--- src/rtl/fs_pkg.sv ---
// Package: shared helpers for the frequency synthesizer.
// Assumes modulus values fit in a 32-bit int and are at least 4.
package fs_pkg;

    // Largest tuning word that stays below half the modulus.
    function automatic int fs_word_limit(input int modulus);
        return (modulus / 2) - 1;
    endfunction

    // True when the modulus equals the natural range of the adder.
    function automatic bit fs_is_pow2(input int modulus, input int width);
        return modulus == (1 << width);
    endfunction

endpackage

--- src/rtl/fs_tune_reg.sv ---
// Module: tuning-word register with aliasing clamp.
// Stores the requested word on wr_en, limited to MODULUS/2-1, and reports
// whether the limit was applied. Assumes MODULUS <= 2**ACC_W.
module fs_tune_reg #(
    parameter int ACC_W   = 20,
    parameter int MODULUS = 1048576
) (
    input  logic             clk,
    input  logic             rst_n,
    input  logic             wr_en,
    input  logic [ACC_W-1:0] wr_word,
    output logic [ACC_W-1:0] word_q,
    output logic             capped_q
);
    import fs_pkg::*;

    localparam logic [ACC_W-1:0] LIMIT_W = ACC_W'(fs_word_limit(MODULUS));

    logic             over_limit;
    logic [ACC_W-1:0] word_next;

    // Decide whether the requested word must be clamped.
    always_comb begin
        over_limit = (wr_word > LIMIT_W);
        word_next  = over_limit ? LIMIT_W : wr_word;
    end

    // Hold the tuning word and the clamp status until the next write.
    always_ff @(posedge clk) begin
        if (!rst_n) begin
            word_q   <= '0;
            capped_q <= 1'b0;
        end else if (wr_en) begin
            word_q   <= word_next;
            capped_q <= over_limit;
        end
    end

endmodule

--- src/rtl/fs_phase_acc.sv ---
// Module: modulo-M phase accumulator.
// Adds inc to the phase every cycle and wraps at MODULUS, flagging the wrap
// on carry (combinational, same cycle as the sum). Assumes inc < MODULUS.
module fs_phase_acc #(
    parameter int ACC_W   = 20,
    parameter int MODULUS = 1048576
) (
    input  logic             clk,
    input  logic             rst_n,
    input  logic [ACC_W-1:0] inc,
    output logic [ACC_W-1:0] acc_q,
    output logic             carry
);
    import fs_pkg::*;

    logic [ACC_W:0]   sum;
    logic [ACC_W-1:0] acc_next;

    // Widen both operands so the adder carry is never lost.
    always_comb begin
        sum = {1'b0, acc_q} + {1'b0, inc};
    end

    generate
        if (fs_is_pow2(MODULUS, ACC_W)) begin : g_bin_wrap
            // Power-of-two modulus: the adder's top bit is the wrap.
            always_comb begin
                carry    = sum[ACC_W];
                acc_next = sum[ACC_W-1:0];
            end
        end else begin : g_mod_wrap
            localparam logic [ACC_W:0] MOD_EXT = (ACC_W+1)'(MODULUS);
            logic [ACC_W:0] reduced;
            // General modulus: subtract M whenever the sum reaches it.
            always_comb begin
                reduced  = sum - MOD_EXT;
                carry    = (sum >= MOD_EXT);
                acc_next = carry ? reduced[ACC_W-1:0] : sum[ACC_W-1:0];
            end
        end
    endgenerate

    // Advance the phase once per system clock.
    always_ff @(posedge clk) begin
        if (!rst_n) begin
            acc_q <= '0;
        end else begin
            acc_q <= acc_next;
        end
    end

endmodule

--- src/rtl/fs_wave_out.sv ---
// Module: output stage turning the wrap flag into a pulse and a square wave.
// Registers the carry as a one-cycle tick and toggles a square-wave flop on
// each carry. Assumes carry is never high on consecutive cycles.
module fs_wave_out (
    input  logic clk,
    input  logic rst_n,
    input  logic carry,
    output logic tick_q,
    output logic sq_q
);

    // Register the pulse and flip the square wave on each wrap.
    always_ff @(posedge clk) begin
        if (!rst_n) begin
            tick_q <= 1'b0;
            sq_q   <= 1'b0;
        end else begin
            tick_q <= carry;
            sq_q   <= sq_q ^ carry;
        end
    end

endmodule

--- src/rtl/fs_clock_synth.sv ---
// Module: programmable frequency clock synthesizer (top).
// Tuning word in, tick pulse and square wave out; MODULUS should equal the
// system clock rate in hertz for hertz-valued tuning words.
// Assumes 4 <= MODULUS <= 2**ACC_W.
module fs_clock_synth #(
    parameter int ACC_W   = 20,
    parameter int MODULUS = 1048576
) (
    input  logic             clk,
    input  logic             rst_n,
    input  logic             wr_en,
    input  logic [ACC_W-1:0] wr_word,
    output logic             tick,
    output logic             sq_out,
    output logic             word_capped
);

    logic [ACC_W-1:0] word_q;
    logic [ACC_W-1:0] acc_q;
    logic             carry;

    fs_tune_reg #(.ACC_W(ACC_W), .MODULUS(MODULUS)) u_tune (
        .clk      (clk),
        .rst_n    (rst_n),
        .wr_en    (wr_en),
        .wr_word  (wr_word),
        .word_q   (word_q),
        .capped_q (word_capped)
    );

    fs_phase_acc #(.ACC_W(ACC_W), .MODULUS(MODULUS)) u_acc (
        .clk   (clk),
        .rst_n (rst_n),
        .inc   (word_q),
        .acc_q (acc_q),
        .carry (carry)
    );

    fs_wave_out u_wave (
        .clk    (clk),
        .rst_n  (rst_n),
        .carry  (carry),
        .tick_q (tick),
        .sq_q   (sq_out)
    );

endmodule

--- config.mk ---
export PLATFORM = sky130hd
export DESIGN_NAME = fs_clock_synth
export DESIGN_NICKNAME = d
export VERILOG_FILES = /design/src/rtl/fs_pkg.sv /design/src/rtl/fs_tune_reg.sv /design/src/rtl/fs_phase_acc.sv /design/src/rtl/fs_wave_out.sv /design/src/rtl/fs_clock_synth.sv
export SDC_FILE = /design/constraint.sdc
export NUM_CORES = 1
export LEC_CHECK = 0
export ABC_CLOCK_PERIOD_IN_PS = 5700
export CORE_ASPECT_RATIO = 0.9
export CORE_UTILIZATION = 28
export CTS_CLUSTER_DIAMETER = 120
export CTS_CLUSTER_SIZE = 28
export DETAILED_ROUTE_END_ITERATION = 12
export SLEW_MARGIN = 20
export SYNTH_ARGS = -nofsm -noshare
export SYNTH_HDL_FRONTEND = slang
export SYNTH_SLANG_ARGS = --single-unit
--- constraint.sdc ---
create_clock -name clk -period 5.7 [get_ports clk]
set_input_delay 1.14 -clock clk [delete_from_list [all_inputs] [get_ports clk]]
set_output_delay 1.14 -clock clk [all_outputs]
set_load 0.05 [all_outputs]
# ---- Word-level counts from Yosys, hierarchy flattened
# Cells that the tools add are included.
dict set report word_totals {
  elab_cells 9
  out_inout_bits 3
  regBits 43
  inputBits 23
}
dict set report op_classes {
  mux 1
  n_bitwise 1
  add_sub_neg 1
  n_lt_le_gt_ge 1
}
# op count
set ops {}
lappend ops {{20-bit by 20-bit adder with 21-bit output} 1}
lappend ops {{20-bit by 19-bit > comparator with 1-bit output (second input constant)} 1}
lappend ops {{20-bit two-way mux} 1}
lappend ops {{1-bit bitwise XOR} 1}

# ---- Depth between registers and ports, before layout
# Gate-level depths: netlist of the first run.
dict set report logic_depth {
  ltp_word 2
  mapped_depth 8
  mapped_depth_nobuf 8
}

# ---- Cells and area by module
# A second synthesis of the first run with hierarchy kept.
dict set report unflattened {
  cells_unflattened 291
  hier_area_um2 2528.7
}
# mod seq_area_each_um2 n_inst cells_each area_each_um2
set modules_own_cells {}
lappend modules_own_cells {fs_phase_acc 400.4 1 196 1671.6}
lappend modules_own_cells {fs_tune_reg 420.4 1 90 794.5}
lappend modules_own_cells {fs_wave_out 40.0 1 5 62.6}

# ---- Worst setup path before layout of the first run
# OpenSTA, ideal clock, no wires.
dict set report synth_path {
  path_type {register -> register}
  from {reg u_acc.acc_q[0]}
  to {reg u_acc.acc_q[18]}
  setup_ns 0.124
  setup_slack_ns 3.528
  stages_incl_launch_ff 9
  synth_period_minus_slack_ns 2.172
  arrival_time_ns 2.048
  n_path_buf 0
  path_cell_list {dfxtp_1 ha_1 fa_1 a21o_1 a221oi_4 o221ai_4 a311oi_1 nor3_1 mux2i_1}
}
dict set report synth_via {
  elab_chain_len 1
}
# item line_no
set synth_lines {}
lappend synth_lines {{start: declaration} fs_phase_acc.sv:11} ;# output logic [ACC_W-1:0] acc_q,
lappend synth_lines {{start signal: assignment} fs_phase_acc.sv:48} ;# acc_q <= acc_next;
lappend synth_lines {{20-bit by 20-bit adder with 21-bit output} fs_phase_acc.sv:21} ;# sum = {1'b0, acc_q} + {1'b0, inc};
# No other way between the ends.
# A chain may end at the register's enable or synchronous reset.

==> impl_results.md, run 1 <==
* Initial antenna violation count at 0
* Design area at approximately 0.0027 mm2
* Drt initial violations at 71
* Net Sw Frac at around a third
* Starting density of the core at between 20% and 30%
* Combinational Power Share at 34.8%
* CP max FO at 23
* Gpl congestion at ~0.79
* Metal-1 WL at ~2300 um
* Die X-Extent at 96.9 um
* Bufs and invs on worst path at 1
* Vias in the first global route at between 1.5k and 2k
* Synthesized instance count at between 200 and 250
* Vias per cell at between 4 and 5
* Synth-to-Final Area Change at 19.4%
* Syn Nets at around 280
* # setup viols final at 0
* Power Internal at between 0.6 and 0.7 mW
* Clock tree buffer depth at 2
* Final hold vios at 0
* Max-cap viol count at 0
* Ys async rst share at 0%
* Fmax at approximately 0.33 GHz
* CTS Sinks at 43
* Final WL at about 4800 um
* CP Cell Sequence: clkdlybuf4s50_1 -> nand2b_1 -> o221a_2
* Die ar. at between 0.008 and 0.009 mm2
* Top_reg_cell synth: dfxtp_1
* CP Launch Type: input pin
* Leak pwr at about 1.1 nW
* Clock skew at roughly 6.5 ps
* CP max-delay cell: clkdlybuf4s50_1
* IO Pins at 26
* Fill cell count at roughly 760
* Post-route ant nets at 0
* Post-CTS Setup Bufs at 0
* Synth unique cells at 42
* CP max stage delay at roughly 1000 ps
* Most common cell after layout, fill and taps aside: dfxtp_1
* DP HPWL at 3580 um
* H-tree lvl count at 2
* Clk root buf: clkbuf_8
* Vias at between 1.5k and 2k
* Clk slew on worst S/H paths at around 80 ps
* Post-DP Area at 0.00261 mm2
* IO Port Bufs at 25
* DRC at 0
* VDD IR max at about 0.00010 V
* Row cnt at 30
* Total gr overflow at 0
* Average size of a mapped cell at a little under 10 um2
* First-pass GRT wire length at around 8000 um
* Number of detailed-route iterations in the first pass at 4
* Seq pwr share at 40.0%
* TritonCTS buffer count at 5
* Largest net degree at the start of global routing at 28
* Rel. slew slack at 42.6%
* Post-Syn Area at between 0.002 and 0.0025 mm2
* RSZ-0062 raised after global routing: no
* Skew-Pair Late Insertion Delay at about 300 ps
* Outcome: finished clean
* PwrDens at 341 mW/mm2
* Worst-margin pin slew at between 800 and 900 ps
* Most frequent cells in the layout: dfxtp_1, clkdlybuf4s50_1, ha_1, a21oi_1, o221a_2
* Wire per inst at 13.8 um
* Fin nets at around 300
* Total Neg Setup Slack at 0 ps
* CTS Hold Buffers Added at 0
* CTS tree: done
* Synth Warn # at 0
* Final Critical Period at approximately 3000 ps
* Seq cells post-synth at 43
* Wire length on met2 at around 2200 um
* Critical path arrival at about 3200 ps
* GRT Total Usage at about 12%
* Req. time, crit path at between 5000 and 6000 ps
* Share of layout cells above drive strength 1 at around an eighth
* Highest Signal Layer: met4
* Ant diodes at 0
* Post_cts resized at 0
* Routed wl met3 at around 240 um
* Post-synth EDFFs at 0
* Family with the most delay on the worst path: buffers and inverters
* Period utilization at a little over half
* Crit Path Class: input pin to flip-flop
* Core Footprint at between 0.007 and 0.008 mm2
* Worst Hold Class: flip-flop to flip-flop
* Clk pwr share at around a quarter
* P_sw at around 0.30 mW
* Final Max Slew Viols at 0
* Endpoint type of the worst setup path: flip-flop
* Die height at between 80 and 90 um
* Post-synthesis sequential area ratio at a little under two fifths
==> path summary, 6_finish.rpt <==
path         slack (ps)  cells after the start        startpoint               end
max                2670                      3             wr_en  u_tune.word_q[3]
min                 470                      2       u_wave.sq_q       u_wave.sq_q
max reg2reg        3260                      8  u_tune.word_q[0]   u_acc.acc_q[18]
min reg2reg         470                      2       u_wave.sq_q       u_wave.sq_q
==> worst reg2reg max path, cell delays in order (launching register included) <==
cell      delay (ps)
dfxtp_1          330
ha_1             210
fa_1             410
a21o_1           240
a221oi_4         340
o221ai_4         200
a311oi_1         370
nor3_1           110
mux2i_1          120
==> power by group through the flow <==
| stage | Combinational [mW] | Sequential, mW | Clock (mW) |
|---|---|---|---|
| 3_5_place_dp | 0.319 | 0.377 | 0 |
| 3_3_place_gp | 0.313 | 0.376 | 0 |
| 5_1_grt | 0.363 | 0.374 | 0.254 |
| 6_report | 0.321 | 0.369 | 0.234 |
| 2_1_floorplan | 0.251 | 0.374 | 0 |
| 4_1_cts | 0.321 | 0.370 | 0.241 |
==> stage by stage <==
step	hold WS (ps)	cells	setup WS (ps)	total power, mW	utilization [%]
after global routing	517	349	2520	0.991	35.3
after detailed placement	462	342	2360	0.696	33.9
after CTS	471	349	2670	0.933	35.3
final	468	349	2670	0.924	35.3
after floorplan	474	231	3530	0.625	-
after global placement	454	342	2460	0.689	33.9
==> final cells by class <==
class | instances | area (um2) | share of cell area [%]
Sequential cell | 43 | 861 | 31.7
Inverter | 4 | 15.0 | 0.554
Clock buffer | 5 | 68.8 | 2.54
Clock inverter | 2 | 37.5 | 1.38
Multi-Input combinational cell | 173 | 1350 | 49.9
Timing Repair Buffer | 26 | 258 | 9.50
Tap cell | 96 | 120 | 4.43
==> synthesized netlist by cell type, types with 5 or more instances <==
cell,number,share of area [%]
dfxtp_1,43,38
ha_1,20,11
a21oi_1,19,4.2
o221a_2,18,8.9
and2_1,17,4.7
nand2_1,14,2.3
nor2_1,12,2.0
clkbuf_1,8,1.3
o21ai_0,8,1.8
xnor2_1,8,3.1
nand4_1,7,1.9
nand2b_1,5,1.4
xor2_1,5,1.9
==> flip-flops by register name, indices dropped and copies added, names as in the netlist <==
name / cells
u_tune.word_q: 20
u_acc.acc_q: 20
u_tune.capped_q: 1
u_wave.sq_q: 1
u_wave.tick_q: 1
==> routing by layer <==
layer	vias up	GRT usage, %
met5	-	0
met4	0	4.61
met1	798	15.0
met3	7	4.17
met2	32	20.3
li1	904	-
==> kinds of logic after synthesis <==
logic type	count (synthesis)	synth area share [%]
xor+xnor	13	5.01
fa+ha+maj	21	11.9
simple gates	67	15.8
mux	4	1.76
buf+inv	15	2.53
compound gates	68	25.1
flops	43	37.9
Power figures use the tool's default switching activity.
==> inputs of run 2 (changes only) <==
--- a/config.mk
+++ b/config.mk
@@ -5,7 +5,7 @@
 export SDC_FILE = /design/constraint.sdc
 export NUM_CORES = 1
 export LEC_CHECK = 0
-export ABC_CLOCK_PERIOD_IN_PS = 5700
+export ABC_CLOCK_PERIOD_IN_PS = 2800
 export CORE_ASPECT_RATIO = 0.9
 export CORE_UTILIZATION = 28
 export CTS_CLUSTER_DIAMETER = 120
==> constraint.sdc (replaced) <==
create_clock -name clk -period 2.8 [get_ports clk]
set_input_delay 0.56 -clock clk [delete_from_list [all_inputs] [get_ports clk]]
set_output_delay 0.56 -clock clk [all_outputs]
set_load 0.05 [all_outputs]
==> run 2 against run 1 <==
Worst setup slack lost 2200 ps. Clock power grew 60%. Core utilization shrank 0.098 points. Largest power group unchanged. Global-route usage shrank 0.91 points. Design area shrank 0.28%. Non-clock buffer count grew 2. Sequential power grew 100%. Critical path depth grew 5. Routed wire length shrank 5.7%. First-iteration DRC count shrank 4.2%. Clock-buffer cell count is the same. Register-to-register slack lost 2800 ps.
==> impl_results.md, run 2 (synthesis gave the netlist of run 1 again) <==
* Hold EP: u_wave.sq_q
* Req. time, crit path at around 3000 ps
* RSZ-0062 raised after global routing: no
* R2R setup slack at approximately 500 ps
* # setup viols final at 0
* CP Launch Type: flip-flop
* Crit Path Class: flip-flop to flip-flop
* Ant diodes at 0
* Hold Path Cell Cnt at 2
* Wire per inst at approximately 13 um
* Post-route ant nets at 0
* Row cnt at 30
* Final Critical Period at about 2300 ps
* Hold Path Origin: u_wave.sq_q
* Worst Hold Class: flip-flop to flip-flop
* Synth-to-Final Area Change at 19.1%
* Gpl congestion at around 0.78
* Worst-margin pin slew at around 830 ps
* Skew-Pair Late Insertion Delay at approximately 290 ps
* PwrDens at approximately 660 mW/mm2
* Largest registers: u_acc.acc_q (20), u_tune.word_q (20)
* R2R depth at 8
* Most frequent cells in the layout: dfxtp_1, clkdlybuf4s50_1, ha_1, a21oi_1, o221a_2
* Rel. slew slack at between 40% and 50%
* Die X-Extent at 96.9 um
* Share of layout cells above drive strength 1 at between 10% and 20%
* IO Pins at 26
* Initial antenna violation count at 0
* Drt initial violations at 68
* Fill cell count at 771
* TritonCTS buffer count at 5
* Reg-to-reg endpoint: u_acc.acc_q[18]
* Clock skew at just under 8 ps
* Leak pwr at between 1 and 1.5 nW
* Most common cell after layout, fill and taps aside: dfxtp_1
* GRT Total Usage at ~11%
* Fmax at ~0.43 GHz
* Final Max Slew Viols at 0
* Critical path arrival at about 2500 ps
* Clk root buf: clkbuf_8
* Final hold vios at 0
* CP max FO at 5
* Starting density of the core at roughly 30%
* DP HPWL at 3290 um
* Reg2reg start: u_acc.acc_q[0]
* CTS Hold Buffers Added at 0
* Core Footprint at about 0.0077 mm2
* Post-Place Worst Slack at approximately 480 ps
* Period utilization at between 80 and 90%
* Clock tree buffer depth at 2
* Post-CTS Setup Bufs at 0
* Final core occ at a little over a third
* Total gr overflow at 0
* Die height at just under 90 um
* Final WS setup at 487 ps
* Clk slew on worst S/H paths at approximately 80 ps
* Post_cts resized at 0
* Outcome: finished clean
* Final hold slack at 495 ps
* CTS Sinks at 43
* Largest net degree at the start of global routing at 34
* IO Port Bufs at 25
* Vias at approximately 1.8k
* Endpoint type of the worst setup path: flip-flop
* Max-cap viol count at 0
* H-tree lvl count at 2
* Total Neg Setup Slack at 0 ps
* Vias in the first global route at 1647
* First-pass GRT wire length at roughly 7700 um
* Die ar. at about 0.0085 mm2
* Final WL at roughly 4500 um
* CTS tree: done
* Vias per cell at around 5
* Fin nets at about 300
* VDD IR max at 0.000188 V
* Number of detailed-route iterations in the first pass at 4
* DRC at 0
==> run 2: critical path, stage by stage (launching register included) <==
cell and delay [ps]:
dfxtp_1 310, ha_1 220, fa_1 420, a21o_1 230, a221oi_4 320, o221ai_4 190
a311oi_1 300, nor3_1 100, mux2i_1 120
==> run 2: cell type report <==
class                      count  area [um2]  area share [%]
multi-input combinational    173        1350            50.0
sequential                    43         861            31.8
timing repair buffer          28         273            10.1
tap                           96         120            4.44
clock buffer                   5        68.8            2.54
clock inverter                 3        15.0           0.555
inverter                       4        15.0           0.555
==> run 2: worst max-delay path by stage <==
stage | from | endpoint | cells after the start
final | u_acc.acc_q[0] | u_acc.acc_q[18] | 8
after global routing | u_tune.word_q[0] | u_acc.acc_q[18] | 8
after CTS | u_acc.acc_q[0] | u_acc.acc_q[18] | 8
after detailed placement | u_acc.acc_q[0] | u_acc.acc_q[18] | 8
after global placement | u_acc.acc_q[0] | u_acc.acc_q[18] | 8
after floorplan | u_acc.acc_q[0] | u_acc.acc_q[18] | 8
==> run 2: stage by stage <==
step,cells,power [mW],instance area [um2]
6_report,352,1.78,2710
5_1_grt,352,1.93,2710
4_1_cts,352,1.81,2710
3_5_place_dp,344,1.42,2620
3_3_place_gp,344,1.40,2620
2_1_floorplan,231,1.27,2270
==> run 2: layer usage <==
| metal | track usage (%) | routed length (um) | vias up | share of wire, % |
|---|---|---|---|---|
| li1 | - | - | 905 | - |
| met1 | 15.4 | 2370 | 818 | 52 |
| met2 | 17.0 | 1970 | 31 | 43 |
| met3 | 3.21 | 180 | 2 | 4.0 |
| met4 | 5.02 | 25 | 0 | 0.55 |
| met5 | 0 | 0 | - | 0 |
==> run 2: power breakdown <==
group          total (mW)  leakage, nW  internal [mW]  switching (mW)
Sequential          0.751        0.357          0.712          0.0386
Clock               0.374       0.0477          0.171           0.204
Combinational       0.652        0.694          0.303           0.349
